### src/rtl/nandfe_pkg.sv
package nandfe_pkg;

   localparam logic [7:0] OP_READ_MAIN  = 8'h00;
   localparam logic [7:0] OP_READ_HALF  = 8'h01;
   localparam logic [7:0] OP_READ_SPARE = 8'h50;
   localparam logic [7:0] OP_IDENT      = 8'h90;
   localparam logic [7:0] OP_RESET      = 8'hFF;
   localparam logic [7:0] OP_PGM_SETUP  = 8'h80;
   localparam logic [7:0] OP_PGM_CONF   = 8'h10;
   localparam logic [7:0] OP_ERS_SETUP  = 8'h60;
   localparam logic [7:0] OP_ERS_CONF   = 8'hD0;
   localparam logic [7:0] OP_STATUS     = 8'h70;

   // status byte bit positions
   localparam int ST_FAIL_BIT = 0;
   localparam int ST_RDY_BIT  = 6;
   localparam int ST_WEN_BIT  = 7;

   typedef enum logic [2:0] {
      MD_READ,
      MD_IDENT,
      MD_STAT,
      MD_PGM,
      MD_PGM_DONE,
      MD_ERS,
      MD_ERS_DONE
   } mode_t;

   typedef struct packed {
      logic cmd;
      logic adr;
      logic dat;
      logic rd;
      logic rd_off;
   } strobe_t;

endpackage

### src/rtl/nandfe_sort.sv
module nandfe_sort
   import nandfe_pkg::*;
(
   input  logic    wr_stb,
   input  logic    rd_stb,
   input  logic    chip_en_n,
   input  logic    cmd_latch,
   input  logic    addr_latch,
   output strobe_t stb
);

   always_comb begin
      stb.cmd    = wr_stb && !chip_en_n && cmd_latch;
      stb.adr    = wr_stb && !chip_en_n && !cmd_latch && addr_latch;
      stb.dat    = wr_stb && !chip_en_n && !cmd_latch && !addr_latch;
      stb.rd     = rd_stb && !chip_en_n;
      stb.rd_off = rd_stb && chip_en_n;
   end

endmodule

### src/rtl/nandfe_addr.sv
module nandfe_addr #(
   parameter int ADDR_BYTES = 4,
   localparam int AW = 8 * ADDR_BYTES,
   localparam int CW = $clog2(ADDR_BYTES + 1)
) (
   input  logic          clk,
   input  logic          rst_n,
   input  logic          adr_stb,
   input  logic          cmd_stb,
   input  logic          clr,
   input  logic [7:0]    din,
   output logic [AW-1:0] addr_nxt,
   output logic [AW-1:0] addr_masked,
   output logic [CW-1:0] cnt_q
);

   logic [AW-1:0] addr_q;

   for (genvar i = 0; i < ADDR_BYTES; i++) begin : g_slot
      assign addr_nxt[8*i +: 8] =
         (adr_stb && cnt_q == CW'(i)) ? din : addr_q[8*i +: 8];
      assign addr_masked[8*i +: 8] =
         (cnt_q > CW'(i)) ? addr_q[8*i +: 8] : 8'h00;
   end

   always_ff @(posedge clk or negedge rst_n) begin
      if (!rst_n) begin
         addr_q <= '0;
         cnt_q  <= '0;
      end else if (clr) begin
         addr_q <= '0;
         cnt_q  <= '0;
      end else if (cmd_stb) begin
         cnt_q  <= '0;
      end else if (adr_stb && cnt_q < CW'(ADDR_BYTES)) begin
         addr_q <= addr_nxt;
         cnt_q  <= cnt_q + 1'b1;
      end
   end

   assert_cmd_clears_count_R2 : assert property (@(posedge clk) disable iff (!rst_n)
      cmd_stb |=> cnt_q == '0);

   assert_count_steps_R2 : assert property (@(posedge clk) disable iff (!rst_n)
      (adr_stb && cnt_q < CW'(ADDR_BYTES)) |=> cnt_q == $past(cnt_q) + 1'b1);

endmodule

### src/rtl/nandfe_idrom.sv
module nandfe_idrom #(
   parameter logic [7:0] MFR_ID  = 8'h5A,
   parameter logic [7:0] DEV_ID  = 8'h3D,
   parameter logic [7:0] FILL_ID = 8'hA5,
   parameter logic [7:0] LAST_ID = 8'hC0
) (
   input  logic [1:0] idx,
   output logic [7:0] id_byte
);

   always_comb begin
      case (idx)
         2'd0:    id_byte = MFR_ID;
         2'd1:    id_byte = DEV_ID;
         2'd2:    id_byte = FILL_ID;
         default: id_byte = LAST_ID;
      endcase
   end

endmodule

### src/rtl/nandfe_ctrl.sv
module nandfe_ctrl
   import nandfe_pkg::*;
#(
   parameter int PAGE_BYTES   = 512,
   parameter int SPARE_BYTES  = 16,
   parameter int ROW_W        = 16,
   parameter int ADDR_BYTES   = 4,
   parameter int LAUNCH_CYCLE = 3,
   localparam int AW    = 8 * ADDR_BYTES,
   localparam int CW    = $clog2(ADDR_BYTES + 1),
   localparam int TOTAL = PAGE_BYTES + SPARE_BYTES,
   localparam int COL_W = $clog2(PAGE_BYTES + SPARE_BYTES + 256)
) (
   input  logic             clk,
   input  logic             rst_n,
   input  strobe_t          stb,
   input  logic [7:0]       bus_in,
   input  logic             wr_prot_n,
   input  logic [AW-1:0]    addr_nxt,
   input  logic [AW-1:0]    addr_masked,
   input  logic [CW-1:0]    cnt_q,
   input  logic [7:0]       arr_rdata,
   input  logic [7:0]       id_byte,
   output logic [1:0]       id_idx,
   output logic [7:0]       bus_out,
   output logic             page_load,
   output logic [ROW_W-1:0] arr_row,
   output logic [COL_W-1:0] arr_col,
   output logic             pgm_wr,
   output logic [COL_W-1:0] pgm_col,
   output logic [7:0]       pgm_data,
   output logic             pgm_go,
   output logic             ers_go
);

   mode_t            mode_q;
   logic             active_q, open_q;
   logic [COL_W-1:0] col_q, ofs_q, start_col;
   logic [ROW_W-1:0] row_q, start_row;
   logic [2:0]       idq;
   logic [7:0]       stat_byte;
   logic             launch;

   always_comb begin
      stat_byte              = 8'h00;
      stat_byte[ST_WEN_BIT]  = wr_prot_n;
      stat_byte[ST_RDY_BIT]  = 1'b1;
      stat_byte[ST_FAIL_BIT] = 1'b0;
   end

   assign start_col = COL_W'(addr_nxt[7:0]) + ofs_q;
   assign start_row = addr_nxt[8 +: ROW_W];
   assign launch    = stb.adr && cnt_q == CW'(LAUNCH_CYCLE - 1);

   always_ff @(posedge clk or negedge rst_n) begin
      if (!rst_n) begin
         mode_q    <= MD_READ;
         active_q  <= 1'b0;
         open_q    <= 1'b0;
         col_q     <= '0;
         row_q     <= '0;
         ofs_q     <= '0;
         idq       <= 3'd4;
         bus_out   <= 8'h00;
         page_load <= 1'b0;
         pgm_wr    <= 1'b0;
         pgm_col   <= '0;
         pgm_data  <= 8'h00;
         pgm_go    <= 1'b0;
         ers_go    <= 1'b0;
      end else begin
         page_load <= 1'b0;
         pgm_wr    <= 1'b0;
         pgm_go    <= 1'b0;
         ers_go    <= 1'b0;

         if (stb.cmd) begin
            case (bus_in)
               OP_READ_MAIN, OP_READ_HALF, OP_READ_SPARE: begin
                  mode_q   <= MD_READ;
                  active_q <= 1'b0;
                  open_q   <= 1'b0;
                  ofs_q    <= (bus_in == OP_READ_MAIN) ? COL_W'(0) :
                              (bus_in == OP_READ_HALF) ? COL_W'(256) :
                                                         COL_W'(PAGE_BYTES);
               end
               OP_IDENT: begin
                  mode_q   <= MD_IDENT;
                  active_q <= 1'b0;
                  open_q   <= 1'b0;
                  idq      <= 3'd4;
               end
               OP_STATUS: begin
                  mode_q   <= MD_STAT;
                  active_q <= 1'b0;
                  open_q   <= 1'b0;
               end
               OP_RESET: begin
                  mode_q   <= MD_READ;
                  active_q <= 1'b0;
                  open_q   <= 1'b0;
                  ofs_q    <= '0;
                  col_q    <= '0;
                  row_q    <= '0;
               end
               OP_PGM_SETUP: begin
                  mode_q   <= MD_PGM;
                  active_q <= 1'b0;
                  open_q   <= 1'b0;
               end
               OP_PGM_CONF: begin
                  if (mode_q == MD_PGM && open_q && wr_prot_n) pgm_go <= 1'b1;
                  mode_q   <= MD_PGM_DONE;
                  active_q <= 1'b0;
                  open_q   <= 1'b0;
               end
               OP_ERS_SETUP: begin
                  mode_q   <= MD_ERS;
                  active_q <= 1'b0;
                  open_q   <= 1'b0;
               end
               OP_ERS_CONF: begin
                  if (mode_q == MD_ERS && wr_prot_n) begin
                     ers_go <= 1'b1;
                     row_q  <= addr_masked[ROW_W-1:0];
                  end
                  mode_q   <= MD_ERS_DONE;
                  active_q <= 1'b0;
                  open_q   <= 1'b0;
               end
               default: ;
            endcase
         end else if (stb.adr) begin
            if (mode_q == MD_IDENT && cnt_q == '0) idq <= 3'd0;
            if (launch && mode_q == MD_READ) begin
               row_q <= start_row;
               col_q <= start_col;
               ofs_q <= '0;
               if (start_col < COL_W'(TOTAL)) begin
                  active_q  <= 1'b1;
                  page_load <= 1'b1;
               end else begin
                  active_q  <= 1'b0;
               end
            end
            if (launch && mode_q == MD_PGM) begin
               row_q  <= start_row;
               col_q  <= start_col;
               ofs_q  <= '0;
               open_q <= 1'b1;
            end
         end else if (stb.dat) begin
            if (mode_q == MD_PGM && open_q && col_q < COL_W'(TOTAL)) begin
               pgm_wr   <= 1'b1;
               pgm_data <= bus_in;
               pgm_col  <= col_q;
               col_q    <= col_q + 1'b1;
            end
         end

         if (stb.rd_off) begin
            bus_out <= 8'h00;
         end else if (stb.rd) begin
            case (mode_q)
               MD_STAT: bus_out <= stat_byte;
               MD_IDENT: begin
                  if (idq < 3'd4) begin
                     bus_out <= id_byte;
                     idq     <= idq + 1'b1;
                  end else begin
                     bus_out <= 8'h00;
                  end
               end
               MD_READ: begin
                  if (active_q) begin
                     bus_out <= arr_rdata;
                     if (col_q == COL_W'(TOTAL - 1)) begin
                        col_q     <= '0;
                        row_q     <= row_q + 1'b1;
                        page_load <= 1'b1;
                     end else begin
                        col_q <= col_q + 1'b1;
                     end
                  end else begin
                     bus_out <= 8'h00;
                  end
               end
               default: bus_out <= 8'h00;
            endcase
         end
      end
   end

   assign arr_row = row_q;
   assign arr_col = col_q;
   assign id_idx  = idq[1:0];

   assert_ce_high_read_zero_R9 : assert property (@(posedge clk) disable iff (!rst_n)
      stb.rd_off |=> (bus_out == 8'h00 && $stable(col_q)));

   assert_status_hold_R7 : assert property (@(posedge clk) disable iff (!rst_n)
      (stb.rd && mode_q == MD_STAT) |=>
         (bus_out[ST_WEN_BIT] == $past(wr_prot_n) && bus_out[ST_RDY_BIT] && $stable(col_q)));

   assert_load_in_range_R5 : assert property (@(posedge clk) disable iff (!rst_n)
      page_load |-> col_q < COL_W'(TOTAL));

   assert_pgm_col_range_R10 : assert property (@(posedge clk) disable iff (!rst_n)
      pgm_wr |-> pgm_col < COL_W'(TOTAL));

   assert_pgm_protect_R11 : assert property (@(posedge clk) disable iff (!rst_n)
      pgm_go |-> $past(wr_prot_n));

   assert_erase_protect_R12 : assert property (@(posedge clk) disable iff (!rst_n)
      ers_go |-> $past(wr_prot_n));

   assert_single_pulse_R3 : assert property (@(posedge clk) disable iff (!rst_n)
      $onehot0({page_load, pgm_go, ers_go}));

endmodule

### src/rtl/nandfe_top.sv
module nandfe_top
   import nandfe_pkg::*;
#(
   parameter int         PAGE_BYTES   = 512,
   parameter int         SPARE_BYTES  = 16,
   parameter int         ROW_W        = 16,
   parameter int         ADDR_BYTES   = 4,
   parameter int         LAUNCH_CYCLE = 3,
   parameter logic [7:0] MFR_ID       = 8'h5A,
   parameter logic [7:0] DEV_ID       = 8'h3D,
   parameter logic [7:0] FILL_ID      = 8'hA5,
   localparam int AW    = 8 * ADDR_BYTES,
   localparam int CW    = $clog2(ADDR_BYTES + 1),
   localparam int COL_W = $clog2(PAGE_BYTES + SPARE_BYTES + 256)
) (
   input  logic             clk,
   input  logic             rst_n,
   input  logic             chip_en_n,
   input  logic             cmd_latch,
   input  logic             addr_latch,
   input  logic             wr_prot_n,
   input  logic             wr_stb,
   input  logic             rd_stb,
   input  logic [7:0]       bus_in,
   output logic [7:0]       bus_out,
   output logic             ready,
   output logic             page_load,
   output logic [ROW_W-1:0] arr_row,
   output logic [COL_W-1:0] arr_col,
   input  logic [7:0]       arr_rdata,
   output logic             pgm_wr,
   output logic [COL_W-1:0] pgm_col,
   output logic [7:0]       pgm_data,
   output logic             pgm_go,
   output logic             ers_go
);

   if (PAGE_BYTES < 256 || (PAGE_BYTES & (PAGE_BYTES - 1)) != 0) begin : g_bad_page
      $error("PAGE_BYTES must be a power of two of at least 256");
   end
   if (SPARE_BYTES < 1) begin : g_bad_spare
      $error("SPARE_BYTES must be positive");
   end
   if (LAUNCH_CYCLE < 2 || LAUNCH_CYCLE > ADDR_BYTES) begin : g_bad_launch
      $error("LAUNCH_CYCLE must lie between 2 and ADDR_BYTES");
   end
   if (ROW_W > 8 * (ADDR_BYTES - 1)) begin : g_bad_row
      $error("ROW_W does not fit in the row address bytes");
   end

   strobe_t       stb;
   logic [AW-1:0] addr_nxt, addr_masked;
   logic [CW-1:0] cnt_q;
   logic [1:0]    id_idx;
   logic [7:0]    id_byte;

   assign ready = 1'b1;

   nandfe_sort u_sort (
      .wr_stb     (wr_stb),
      .rd_stb     (rd_stb),
      .chip_en_n  (chip_en_n),
      .cmd_latch  (cmd_latch),
      .addr_latch (addr_latch),
      .stb        (stb)
   );

   nandfe_addr #(.ADDR_BYTES(ADDR_BYTES)) u_addr (
      .clk         (clk),
      .rst_n       (rst_n),
      .adr_stb     (stb.adr),
      .cmd_stb     (stb.cmd),
      .clr         (stb.cmd && bus_in == OP_RESET),
      .din         (bus_in),
      .addr_nxt    (addr_nxt),
      .addr_masked (addr_masked),
      .cnt_q       (cnt_q)
   );

   nandfe_idrom #(.MFR_ID(MFR_ID), .DEV_ID(DEV_ID), .FILL_ID(FILL_ID)) u_idrom (
      .idx     (id_idx),
      .id_byte (id_byte)
   );

   nandfe_ctrl #(
      .PAGE_BYTES   (PAGE_BYTES),
      .SPARE_BYTES  (SPARE_BYTES),
      .ROW_W        (ROW_W),
      .ADDR_BYTES   (ADDR_BYTES),
      .LAUNCH_CYCLE (LAUNCH_CYCLE)
   ) u_ctrl (
      .clk         (clk),
      .rst_n       (rst_n),
      .stb         (stb),
      .bus_in      (bus_in),
      .wr_prot_n   (wr_prot_n),
      .addr_nxt    (addr_nxt),
      .addr_masked (addr_masked),
      .cnt_q       (cnt_q),
      .arr_rdata   (arr_rdata),
      .id_byte     (id_byte),
      .id_idx      (id_idx),
      .bus_out     (bus_out),
      .page_load   (page_load),
      .arr_row     (arr_row),
      .arr_col     (arr_col),
      .pgm_wr      (pgm_wr),
      .pgm_col     (pgm_col),
      .pgm_data    (pgm_data),
      .pgm_go      (pgm_go),
      .ers_go      (ers_go)
   );

endmodule

### config.mk
export PLATFORM = sky130hd
export DESIGN_NAME = nandfe_top
export DESIGN_NICKNAME = d
export VERILOG_FILES = /design/src/rtl/nandfe_pkg.sv /design/src/rtl/nandfe_sort.sv /design/src/rtl/nandfe_addr.sv /design/src/rtl/nandfe_idrom.sv /design/src/rtl/nandfe_ctrl.sv /design/src/rtl/nandfe_top.sv
export SDC_FILE = /design/constraint.sdc
export NUM_CORES = 1
export LEC_CHECK = 0
export ABC_CLOCK_PERIOD_IN_PS = 4600
export BUFFER_PORTS_ARGS = -buffer_cell sky130_fd_sc_hd__buf_4
export CORE_ASPECT_RATIO = 1.5
export CORE_MARGIN = 2
export CORE_UTILIZATION = 62
export DETAILED_ROUTE_END_ITERATION = 6
export MAX_ROUTING_LAYER = met4
export PLACE_DENSITY = 0.83
export SLEW_MARGIN = 5
export SYNTH_ARGS = -nofsm -noshare
export SYNTH_HDL_FRONTEND = slang
export SYNTH_SLANG_ARGS = --single-unit
### constraint.sdc
create_clock -name clk -period 4.6 [get_ports clk]
set_input_delay 0.46 -clock clk [delete_from_list [all_inputs] [get_ports clk]]
set_output_delay 0.46 -clock clk [all_outputs]
set_load 0.02 [all_outputs]
== Word level (Yosys, flattened, before mapping) ==
Cells that the tools add are included.

* Magnitude comparators: 6
* Shift-type cells: 0
* Mux-type cells: 82
* Equality and inequality tests: 21
* Multipliers: 0
* $add $sub $neg: 5
* Bitwise gates (word level): 2
* Div/mod/pow operators: 0
* Reduce and logical (&&, ||, !) cells: 43

{| class="wikitable"
|+ Operators with widths
! operator !! count
|-
| 10-bit two-way mux || 18
|-
| 16-bit two-way mux || 10
|-
| 24-bit two-way mux || 3
|-
| 8-bit two-way mux || 9
|-
| 8-bit one-hot mux with 3 select lines || 2
|-
| 3-bit two-way mux || 11
|-
| 8-bit == test (second input constant) || 4
|-
| 16-bit one-hot mux with 2 select lines || 1
|-
| 1-bit two-way mux || 26
|-
| 8-bit by 7-bit == test with 1-bit output (second input constant) || 3
|-
| 3-bit one-hot mux with 7 select lines || 1
|-
| 10-bit less-than comparator (second input constant) || 2
|-
| 10-bit one-hot mux with 2 select lines || 1
|-
| 1-bit logical AND || 19
|-
| 16-bit by 1-bit adder with 16-bit output (second input constant) || 1
|-
| 10-bit by 1-bit adder with 10-bit output (second input constant) || 1
|-
| 8-bit by 10-bit adder with 10-bit output || 1
|-
| 10-bit == test (second input constant) || 1
|-
| 2-bit nonzero test || 5
|-
| 10-bit OR reduction || 1
|-
| 3-bit by 2-bit == test with 1-bit output (second input constant) || 3
|-
| 3-bit AND reduction || 3
|-
| 8-bit by 1-bit == test with 1-bit output (second input constant) || 1
|-
| 8-bit by 5-bit == test with 1-bit output (second input constant) || 1
|-
| other kinds (20) || 31
|}

* Bits in writable memories: 0
* Bits in read-only memories: 0
* Memories: 0
* Register bits after elaboration: 101
* Bits in latches: 0

== Longest topological paths before layout ==
Gate-level depths: netlist of run 1.

* Depth in word-level cells: 17
* Mapped depth: 10
* Mapped depth without buffers: 7

== Modules after synthesis ==
A second synthesis of run 1 with hierarchy kept.

* Cell total of the unflattened synthesis: 670
* Area total of the unflattened synthesis: 6631.4 sq um

{| class="wikitable"
|+ By module, submodules not included
! module !! area each (sq um) !! sequential area each (sq um) !! cells each !! instances
|-
| nandfe_ctrl || 4204.0 || 1652.8 || 475 || 1
|-
| nandfe_addr || 2237.1 || 875.8 || 172 || 1
|-
| nandfe_idrom || 100.1 || 0.0 || 12 || 1
|-
| nandfe_sort || 53.8 || 0.0 || 5 || 1
|-
| nandfe_top || 36.3 || 0.0 || 6 || 1
|}

== Worst setup path before layout of run 1 ==
Ideal clock, no wire load.

* Path kind: register -> register
* Start point: reg u_ctrl.col_q[0] (netlist: u_ctrl.arr_col[0])
* End point: reg u_ctrl.row_q[6] (netlist: u_ctrl.arr_row[6])
* Arrival time: 2.304 ns
* Period minus slack after synthesis: 2.390 ns
* Setup time: 0.087 ns
* Path buffers: 3
* Slack: 2.210 ns
* Cell stages (with the launch flop): 10
* Required time: 4.513 ns
* Cells stage by stage: dfrtp_1 ha_1 and3_1 clkbuf_1 and4_1 clkbuf_1 nand2_1 buf_2 or4_1 o211ai_1

* Word-level cells in the longest chain between the ends: 6

{| class="wikitable"
|+ RTL lines
! item !! RTL line !! source
|-
| start: declaration || nandfe_ctrl.sv:38 || <nowiki>logic [COL_W-1:0] col_q, ofs_q, start_col;</nowiki>
|-
| start signal: assignment || nandfe_ctrl.sv:137 || <nowiki>col_q <= start_col;</nowiki>
|-
| start signal: assignment || nandfe_ctrl.sv:148 || <nowiki>col_q <= start_col;</nowiki>
|-
| start signal: assignment || nandfe_ctrl.sv:157 || <nowiki>col_q <= col_q + 1'b1;</nowiki>
|-
| 10-bit == test || nandfe_ctrl.sv:177 || <nowiki>if (col_q == COL_W'(TOTAL - 1)) begin</nowiki>
|-
| 16-bit two-way mux || nandfe_ctrl.sv:177 ||
|-
| 16-bit two-way mux || nandfe_ctrl.sv:175 || <nowiki>if (active_q) begin</nowiki>
|-
| 16-bit two-way mux || nandfe_ctrl.sv:164 || <nowiki>case (mode_q)</nowiki>
|-
| 16-bit two-way mux || nandfe_ctrl.sv:163 || <nowiki>end else if (stb.rd) begin</nowiki>
|-
| 16-bit two-way mux || nandfe_ctrl.sv:161 || <nowiki>if (stb.rd_off) begin</nowiki>
|-
| end signal: assignment || nandfe_ctrl.sv:136 || <nowiki>row_q <= start_row;</nowiki>
|-
| end signal: assignment || nandfe_ctrl.sv:147 || <nowiki>row_q <= start_row;</nowiki>
|-
| end signal: assignment || nandfe_ctrl.sv:179 || <nowiki>row_q <= row_q + 1'b1;</nowiki>
|-
| end: declaration || nandfe_ctrl.sv:39 || <nowiki>logic [ROW_W-1:0] row_q, start_row;</nowiki>
|}

No other way between the ends.
A chain may end at the register's enable or synchronous reset.

== Worst setup path after layout of run 1 ==
* Start point: reg u_ctrl.mode_q[2]
* End point: reg u_ctrl.row_q[13] (netlist: u_ctrl.arr_row[13])

* Word-level cells in the longest chain between the ends: 11
* Elaborated cells on any way between the ends: 17
* Those cells by class: eq/ne: 2; mux: 11; reduce/logical: 4

{| class="wikitable"
|+ RTL lines
! item !! RTL line !! source
|-
| start: declaration || nandfe_ctrl.sv:36 || <nowiki>mode_t mode_q;</nowiki>
|-
| start signal: assignment || nandfe_ctrl.sv:57 || <nowiki>mode_q <= MD_READ;</nowiki>
|-
| start signal: assignment || nandfe_ctrl.sv:80 || <nowiki>mode_q <= MD_READ;</nowiki>
|-
| start signal: assignment || nandfe_ctrl.sv:88 || <nowiki>mode_q <= MD_IDENT;</nowiki>
|-
| 3-bit zero test || nandfe_ctrl.sv:135, nandfe_ctrl.sv:164 ||
|-
| 1-bit logical AND || nandfe_ctrl.sv:135 || <nowiki>if (launch && mode_q == MD_READ) begin</nowiki>
|-
| 16-bit two-way mux || nandfe_ctrl.sv:135 ||
|-
| 16-bit two-way mux || nandfe_ctrl.sv:146 || <nowiki>if (launch && mode_q == MD_PGM) begin</nowiki>
|-
| 16-bit two-way mux || nandfe_ctrl.sv:133 || <nowiki>end else if (stb.adr) begin</nowiki>
|-
| 16-bit two-way mux || nandfe_ctrl.sv:77 || <nowiki>if (stb.cmd) begin</nowiki>
|-
| 16-bit two-way mux || nandfe_ctrl.sv:177 ||
|-
| 16-bit two-way mux || nandfe_ctrl.sv:175 ||
|-
| 16-bit two-way mux || nandfe_ctrl.sv:164 ||
|-
| 16-bit two-way mux || nandfe_ctrl.sv:163 ||
|-
| 16-bit two-way mux * || nandfe_ctrl.sv:161 ||
|}

Mark *: on every way between the ends. The rest lies on a longest branch, timed or not.

==> results of run 1 <==
## routing by layer
metal	part of all wire, %	GRT usage, %	wire, um
met1	37	42.41	6083
met5	0	-	0
met4	6.2	27.59	1009
met2	48	59.66	7850
met3	8.1	6.105	1311
## worst paths after layout
path                                           end  cells past startpoint
worst min register to register   u_ctrl.pgm_col[7]                      2
worst max register to register  u_ctrl.arr_row[13]                      5
worst max-delay path            u_ctrl.arr_row[13]                      5
worst min-delay path             u_ctrl.bus_out[4]                      1
max in group asynchronous        u_ctrl.arr_col[0]                      1
min in group clk                 u_ctrl.bus_out[0]                      3
## final cells by class
type / count / area (um^2)
timing repair buffer: 83 / 623.1
multi-input combinational: 458 / 2810
clock buffer: 12 / 236.5
sequential: 85 / 2128
inverter: 26 / 97.59
clock inverter: 4 / 25.02
fill: 670 / 2256
tap: 107 / 133.9
## synthesized netlist by cell type, types with 7 or more instances
cell,instances,share of area [%]
a211oi_1,8,1.1
a21oi_1,23,2.2
a31oi_1,8,0.96
and3_1,14,1.7
buf_2,7,0.67
clkbuf_1,37,2.7
dfrtp_1,84,40
ha_1,8,1.9
inv_1,26,1.9
mux2_2,8,1.7
nand2_1,95,6.8
nand2b_1,8,0.96
nand3_1,19,1.8
nand4_1,11,1.3
nor2_1,37,2.7
nor3_1,28,2.7
nor4_1,7,0.84
o211ai_1,10,1.4
o21ai_0,37,3.5
o22ai_1,12,1.4
## kinds of logic (layout without fill, tap and decap cells)
family          Yosys count  count (layout)  synth area share (%)
mux                      13              13                 2.681
flops                    85              85                 40.72
other cells               1               1               0.07175
compound gates          169             169                 22.72
fa+ha+maj                 8               8                 1.915
xor+xnor                  6               6                 1.005
buf+inv                  73             125                 5.626
simple gates            261             261                 25.26
## worst max-delay path, stage by stage (launching register included)
cell      delay, ns
dfrtp_1        0.50
or3b_1         0.50
or2_1          0.60
nor2_2         0.78
nand3_1        0.17
o221ai_1       0.23
## state kept, by name, summed over array words and instances (netlist names), 2 cells and up
register         cells
u_addr.addr_q       16
u_ctrl.arr_row      16
u_ctrl.arr_col      10
u_ctrl.pgm_col      10
u_ctrl.bus_out       8
u_ctrl.pgm_data      8
u_addr.cnt_q         3
u_ctrl.idq           3
u_ctrl.mode_q        3
u_ctrl.ofs_q         2
## power breakdown
group	switching, mW	total (mW)	internal, mW
Combinational	0.409	0.722	0.314
Sequential	0.203	1.09	0.886
Clock	0.297	0.661	0.364
## layout by cell type (no fill, tap or decap), drive strengths merged, types with 5 or more instances in the layout
master / Yosys / routed
nand2: 95 / 95
dfrtp: 84 / 84
buf: 10 / 83
nor2: 38 / 38
o21ai: 38 / 38
nor3: 29 / 29
inv: 26 / 26
a21oi: 23 / 23
nand3: 19 / 19
and3: 14 / 14
o22ai: 13 / 13
clkbuf: 37 / 12
nand4: 11 / 11
o211ai: 10 / 10
nor4: 9 / 9
nand2b: 8 / 8
mux2: 8 / 8
a211oi: 8 / 8
a31oi: 8 / 8
ha: 8 / 8
or4: 7 / 7
a221o: 6 / 6
a22oi: 6 / 6
xnor2: 5 / 5
mux2i: 5 / 5
a22o: 5 / 5
and2: 5 / 5
==> flow_summary.json, run 1 <==
{
  "fin_cells": 775,
  "area_growth_pct": 15.85,
  "cts_root_buf": "clkbuf_16",
  "dp_hpwl_um": 11420,
  "drive_above_1_share_pct": 18.11,
  "relSlewSlack_pct": 26.25,
  "synth_cell_type_count": 79,
  "hold_class": "in -> async",
  "setup_viol_count_final": 0,
  "async_flop_share_pct": 100.0,
  "grt_pass1_vias": 5087,
  "timing.final.crit_share_pct": 62.54,
  "syn_nets": 648,
  "drtIter0Drc": 511,
  "power_density_nw_per_um2": 408.4,
  "cts_buffers": 9,
  "dp_slack_ns": 1.697,
  "cp_max_fo": 23,
  "fin_crit_ns": 2.877,
  "synth.avg_cell_area_um2": 8.484,
  "synth-main-ff-cell": "dfrtp_1",
  "final_max_slew_viol_count": 0,
  "cts_tree": "yes",
  "vias": 5300,
  "place_congestion": 0.9548,
  "worst_pin_slew_ns": 1.106,
  "dpl_cell_area_um2": 5793,
  "finalPower_mw": 2.472,
  "startpoint": "u_ctrl.mode_q[2]",
  "p_leak_nw": 2.755,
  "critPathLaunchType": "register",
  "clk_latency_ns": 0.35,
  "critPathCaptureType": "register",
  "fmax_ghz": 0.3476,
  "yosysWarningCount": 0,
  "synth_seq_area_share_pct": 40.72,
  "fin_area_um2": 6055,
  "port_buffers": 79,
  "die_w_um": 78.97,
  "path_clk_slew_ns": 0.06,
  "whs_ns": 0.3098,
  "die_h_um": 116.4,
  "synth_area_um2": 5226,
  "rsz0062_at_grt": "no",
  "start_util_pct": 62.89,
  "rows": 41,
  "fin_setup_tns_ns": 0,
  "status": "finished clean",
  "grt_first_pass_wirelength_um": 25750,
  "crit_arrival_ns": 3.13,
  "regToRegSetupSlack_ns": 1.72,
  "grt_max_degree": 86,
  "ios": 81,
  "path_class": "reg -> reg",
  "routed_wl_um": 16260,
  "worstPathRequired_ns": 4.86,
  "dp.cells": 759,
  "htree_levels": 3,
  "drv_cap": 0,
  "clockBufferDepth": 2,
  "cts_setup_buffers": 0,
  "drcViolationCount": 0,
  "grt.overflow.total": 0,
  "hold_buffers": 0,
  "grtUsageTotal_pct": 37.45,
  "cts_sinks": 85,
  "routed_via_density": 6.839,
  "fin_util_pct": 72.85,
  "synth_edf_count": 0,
  "r2r_start": "u_ctrl.mode_q[2]",
  "vdd_drop_max_mv": 0.3272,
  "netlist_instances": 616,
  "final_hold_viol_count": 0,
  "cts_resized": 0,
  "fin_skew_ns": 0.008855,
  "postRouteAntennaNets": 0,
  "wl_per_cell_um": 20.97,
  "antennaDiodeCount": 0,
  "setup_ws_ns": 1.723,
  "die_area_um2": 9195,
  "ys_seq_elements": 85,
  "core_region_area_um2": 8310,
  "antenna_found_initial": 0,
  "fin_nets": 695,
  "drtPass1Iterations": 6
}
Note: power is estimated with default switching activity, not from simulation.
==> run 2: changes to the inputs <==
--- a/config.mk
+++ b/config.mk
@@ -5,14 +5,14 @@
 export SDC_FILE = /design/constraint.sdc
 export NUM_CORES = 1
 export LEC_CHECK = 0
-export ABC_CLOCK_PERIOD_IN_PS = 4600
+export ABC_CLOCK_PERIOD_IN_PS = 2500
 export BUFFER_PORTS_ARGS = -buffer_cell sky130_fd_sc_hd__buf_4
 export CORE_ASPECT_RATIO = 1.5
 export CORE_MARGIN = 2
-export CORE_UTILIZATION = 62
+export CORE_UTILIZATION = 52
 export DETAILED_ROUTE_END_ITERATION = 6
 export MAX_ROUTING_LAYER = met4
-export PLACE_DENSITY = 0.83
+export PLACE_DENSITY = 0.74
 export SLEW_MARGIN = 5
 export SYNTH_ARGS = -nofsm -noshare
 export SYNTH_HDL_FRONTEND = slang
==> constraint.sdc (replaced) <==
create_clock -name clk -period 2.5 [get_ports clk]
set_input_delay 0.25 -clock clk [delete_from_list [all_inputs] [get_ports clk]]
set_output_delay 0.25 -clock clk [all_outputs]
set_load 0.02 [all_outputs]
==> run 2 against run 1 <==
Against the previous run: the flow now finishes with violations (DRC); global-route usage is 5.1 points lower; routed wire length increased by 2.6%; register-to-register slack lost 1.6 ns; largest cell class unchanged; non-clock buffer count is 41 higher.
==> flow_summary.json, run 2 (synthesis results as in run 1) <==
{
  "fin_cells": 824,
  "final_max_slew_viol_count": 0,
  "dp.cells": 807,
  "routed_wl_um": 16680,
  "fin_skew_ns": 0.007625,
  "status": "finished, violations left",
  "dp_hpwl_um": 12340,
  "multi_input_area_um2": 2810,
  "wl_per_cell_um": 20.24,
  "fin_util_pct": 65.92,
  "vdd_drop_max_mv": 0.4133,
  "crit_arrival_ns": 2.61,
  "cp_max_fo": 7,
  "path_cells": "ha_1 -> and3_1 -> and4_1 -> a211oi_1 -> o21ai_0 -> o211ai_1",
  "final_hold_viol_count": 0,
  "critPathCaptureType": "register",
  "ios": 81,
  "relSlewSlack_pct": 54.32,
  "fin_nets": 736,
  "path_clk_slew_ns": 0.06,
  "cp_top_family": "compound AO/OA/AOI/OAI gates",
  "antennaDiodeCount": 0,
  "fin_setup_tns_ns": 0,
  "final_cell_mix": "buf_4, nand2_1, dfrtp_1",
  "cts_setup_buffers": 0,
  "critPathLaunchType": "register",
  "timing.final.crit_share_pct": 94.19,
  "drv_cap": 0,
  "path_class": "reg -> reg",
  "cts_sinks": 85,
  "grtUsageTotal_pct": 32.34,
  "hold_class": "in -> reg",
  "grt_first_pass_wirelength_um": 26900,
  "clockBufferDepth": 2,
  "drive_above_1_share_pct": 22.71,
  "dp_slack_ns": 0.2091,
  "die_area_um2": 10890,
  "grt_pass1_vias": 5173,
  "slowest_delay_ns": 0.65,
  "start_util_pct": 53.63,
  "cts_buffers": 9,
  "cts_resized": 0,
  "die_w_um": 85.86,
  "fmax_ghz": 0.4247,
  "p_leak_nw": 2.981,
  "critical_path_buf_inv_count": 0,
  "worstPathRequired_ns": 2.76,
  "port_buffers": 79,
  "grt_max_degree": 53,
  "area_growth_pct": 22.91,
  "worst_pin_slew_ns": 0.6811,
  "drcViolationCount": 8,
  "failed_checks": "DRC",
  "antenna_found_initial": 0,
  "slowest_stage": "a211oi_1",
  "layout_commonest_cell": "buf_4",
  "postRouteAntennaNets": 0,
  "vias": 5342,
  "rsz0062_at_grt": "no",
  "drtPass1Iterations": 7,
  "setup_viol_count_final": 0,
  "regArea_um2": 2128,
  "grt.overflow.total": 0,
  "cts_root_buf": "clkbuf_16",
  "die_h_um": 126.8,
  "fin_crit_ns": 2.355,
  "clk_latency_ns": 0.34,
  "cts_tree": "yes",
  "filler_cell_count": 809,
  "rows": 44,
  "place_congestion": 1.021,
  "drtIter0Drc": 664,
  "htree_levels": 3,
  "routed_via_density": 6.483,
  "core_region_area_um2": 9744,
  "power_density_nw_per_um2": 728.9,
  "setup_ws_ns": 0.1452
}
==> run 2: cell count changes in the layout (fill, tap and decap cells not counted), sizes merged <==
| cell | change |
|---|---|
| buf | +40 |
| clkinv | -2 |
| clkbuf | +3 |
| clkinvlp | -1 |
| dlygate4sd3 | +1 |
==> run 2: routing by layer <==
layer / wire length [um] / track usage (%) / vias up
li1: - / - / 2448
met1: 6432 / 38.77 / 2542
met2: 8294 / 52.30 / 286
met3: 1120 / 4.489 / 66
met4: 827 / 17.46 / 0
met5: 0 / - / -
==> run 2: layout make-up <==
class                           instances  area share [%]
Inverter                               26           1.519
Clock inverter                          1          0.1169
Timing Repair Buffer                  124           14.92
Tap cell                              115           2.240
Sequential cell                        85           33.13
Clock buffer                           15           4.324
Multi-Input combinational cell        458           43.75
==> run 2: through the flow <==
stage                     power [mW]  instance area [um^2]  hold WS, ns
final                          4.682                  6424       0.1757
after global routing           4.913                  6424       0.2007
after CTS                      4.678                  6424       0.1712
after detailed placement       3.388                  6128       0.2199
after global placement         3.361                  6128       0.2160
after floorplan                2.784                  5226     -0.04559
==> run 2: path summary, 6_finish.rpt <==
kind	from	end	slack, ns	depth (start not counted)
setup / recovery	u_ctrl.arr_col[0]	u_ctrl.arr_row[6]	0.15	6
hold / removal	arr_rdata[3]	u_ctrl.bus_out[3]	0.18	3
setup reg to reg	u_ctrl.arr_col[0]	u_ctrl.arr_row[6]	0.15	6
hold reg to reg	u_ctrl.pgm_col[9]	u_ctrl.pgm_col[9]	0.47	2
max in group asynchronous	rst_n	u_ctrl.arr_col[0]	1.45	3
min in group asynchronous	rst_n	u_ctrl.bus_out[3]	0.39	2
==> run 2: where the power goes <==
group / switching [mW] / leakage (nW) / internal [mW]
logic: 0.826 / 1.70 / 0.635
clock network: 0.533 / 0.136 / 0.756
registers: 0.300 / 1.14 / 1.63
==> run 2: worst reg2reg max path, delay by kind of cell, from the launching register on <==
| kind | cells | cell delay (ns) |
|---|---|---|
| compound gates | 3 | 0.96 |
| flops | 1 | 0.44 |
| simple gates | 2 | 0.60 |
| fa+ha+maj | 1 | 0.28 |
==> run 2: what timing repair did <==
item | in CTS | in global routing
hold buffers | 1 | 0
endpoints found under the setup margin | 0 | 0
hold endpoints to repair | 32 | 0
==> run 3: changes to the inputs <==
--- a/config.mk
+++ b/config.mk
@@ -6,13 +6,13 @@
 export NUM_CORES = 1
 export LEC_CHECK = 0
 export ABC_CLOCK_PERIOD_IN_PS = 2500
-export BUFFER_PORTS_ARGS = -buffer_cell sky130_fd_sc_hd__buf_4
 export CORE_ASPECT_RATIO = 1.5
 export CORE_MARGIN = 2
-export CORE_UTILIZATION = 52
+export CORE_UTILIZATION = 58
 export DETAILED_ROUTE_END_ITERATION = 6
+export DONT_BUFFER_PORTS = 1
 export MAX_ROUTING_LAYER = met4
-export PLACE_DENSITY = 0.74
+export PLACE_DENSITY = 0.73
 export SLEW_MARGIN = 5
 export SYNTH_ARGS = -nofsm -noshare
 export SYNTH_HDL_FRONTEND = slang
==> run 3 against run 2 <==
Against the previous run: total power decreased by 3.9%; critical path type unchanged; count of clock-buffer cells in the layout decreased by 5; design area decreased by 8.9%; non-clock buffer count decreased by 76; maximum frequency increased by 0.54%; global-route usage increased by 3.5 points; the flow now finishes without violations; register-to-register slack about the same; die area decreased by 10%.
==> flow_summary.json, run 3 (synthesis results as in run 1) <==
{
  "status": "finished clean",
  "cp_top_family": "compound AO/OA/AOI/OAI gates",
  "slowest_delay_ns": 0.69,
  "hold_class": "in -> reg",
  "antenna_found_initial": 0,
  "finalPower_mw": 4.501,
  "clockBufferDepth": 2,
  "drive_above_1_share_pct": 13.45,
  "regToRegSetupSlack_ns": 0.16,
  "reg2reg_depth": 6,
  "fin_nets": 660,
  "rsz0062_at_grt": "no",
  "cts_tree": "yes",
  "htree_levels": 3,
  "die_w_um": 81.51,
  "whs_ns": 0.007043,
  "critPathCaptureType": "register",
  "power_density_nw_per_um2": 769.0,
  "worst_pin_slew_ns": 0.7469,
  "r2r-end": "u_ctrl.arr_row[2]",
  "fin_setup_tns_ns": 0,
  "path_class": "reg -> reg",
  "routed_via_density": 6.904,
  "antennaDiodeCount": 0,
  "fin_cells": 742,
  "grt_first_pass_wirelength_um": 26040,
  "die_h_um": 120.3,
  "path_clk_slew_ns": 0.06,
  "fin_skew_ns": 0.007686,
  "grt_max_degree": 86,
  "drtIter0Drc": 478,
  "port_buffers": 0,
  "slowest_stage": "a211oi_1",
  "holdPathStages": 1,
  "layout_commonest_cell": "nand2_1",
  "final_cell_mix": "nand2_1, dfrtp_1, buf_4",
  "start_util_pct": 59.55,
  "cp_max_fo": 6,
  "wl_per_cell_um": 22.03,
  "crit_arrival_ns": 2.62,
  "path_cells": "ha_1 -> and3_1 -> and4_1 -> a211oi_1 -> o21ai_0 -> nand4_1",
  "critPathLaunchType": "register",
  "min_from": "rd_stb",
  "routed_wl_um": 16340,
  "core_region_area_um2": 8776,
  "p_leak_nw": 2.589,
  "drcViolationCount": 0,
  "place_congestion": 0.9778,
  "cts_sinks": 85,
  "ios": 81,
  "critical_path_buf_inv_count": 0,
  "timing.final.crit_share_pct": 93.69,
  "rows": 42,
  "drv_cap": 0,
  "postRouteAntennaNets": 0,
  "dp.cells": 724,
  "vdd_drop_max_mv": 0.5741,
  "relSlewSlack_pct": 49.91,
  "final_max_slew_viol_count": 0,
  "cts_root_buf": "clkbuf_16",
  "setup_viol_count_final": 0,
  "cts_resized": 0,
  "area_growth_pct": 11.99,
  "fmax_ghz": 0.4270,
  "grtUsageTotal_pct": 35.82,
  "dpl_cell_area_um2": 5524,
  "r2r_start": "u_ctrl.arr_col[0]",
  "worstPathRequired_ns": 2.78,
  "grt_pass1_vias": 4959,
  "cts_buffers": 9,
  "drtPass1Iterations": 6,
  "die_area_um2": 9802,
  "vias": 5123,
  "clk_latency_ns": 0.35,
  "grt.overflow.total": 0,
  "holdPathEnd": "u_ctrl.bus_out[7]",
  "fin_crit_ns": 2.342,
  "dp_hpwl_um": 11800,
  "final_hold_viol_count": 0,
  "fin_area_um2": 5853
}
run 3: worst max path at each step:
| stage | slack, ns | start | depth (start not counted) | endpoint |
|---|---|---|---|---|
| 3_3_place_gp | 0.29 | u_ctrl.arr_col[0] | 6 | u_ctrl.arr_row[2] |
| 2_1_floorplan | 0.11 | u_ctrl.arr_col[0] | 9 | u_ctrl.arr_row[6] |
| 6_report | 0.16 | u_ctrl.arr_col[0] | 6 | u_ctrl.arr_row[2] |
| 4_1_cts | 0.24 | u_ctrl.mode_q[0] | 5 | u_ctrl.arr_row[5] |
| 3_5_place_dp | 0.27 | u_ctrl.mode_q[0] | 5 | u_ctrl.arr_row[5] |
| 5_1_grt | 0.09 | u_ctrl.mode_q[0] | 5 | u_ctrl.arr_row[5] |
run 3: layout make-up:
type                            count  area, um^2
Timing Repair Buffer               48       397.9
Clock buffer                       10       229.0
Inverter                           26       97.59
Multi-Input combinational cell    458        2810
Clock inverter                      5       52.55
Sequential cell                    85        2128
Fill cell                         706        2923
Tap cell                          110       137.6
run 3: per-stage QoR:
stage | worst slack, ns | util [%]
2_1_floorplan | 0.1097 | -
3_3_place_gp | 0.2881 | 62.95
3_5_place_dp | 0.2651 | 62.95
4_1_cts | 0.2429 | 66.70
5_1_grt | 0.08761 | 66.70
6_report | 0.1579 | 66.70
run 3: layer usage:
metal / share of wire (%) / GRT usage [%]
met5: 0 / -
met4: 6.3 / 22.99
met3: 8.6 / 7.463
met2: 48 / 55.48
met1: 37 / 41.58
run 3: repair_timing:
action | 4_1_cts | 5_1_grt
endpoints found under the hold margin | 86 | 0
hold buffers | 3 | 0
setup buffers | 0 | 0
run 3: power breakdown:
| group | total (mW) | internal [mW] | switching [mW] |
|---|---|---|---|
| Combinational | 1.24 | 0.509 | 0.727 |
| Sequential | 1.97 | 1.63 | 0.342 |
| Clock | 1.29 | 0.763 | 0.529 |
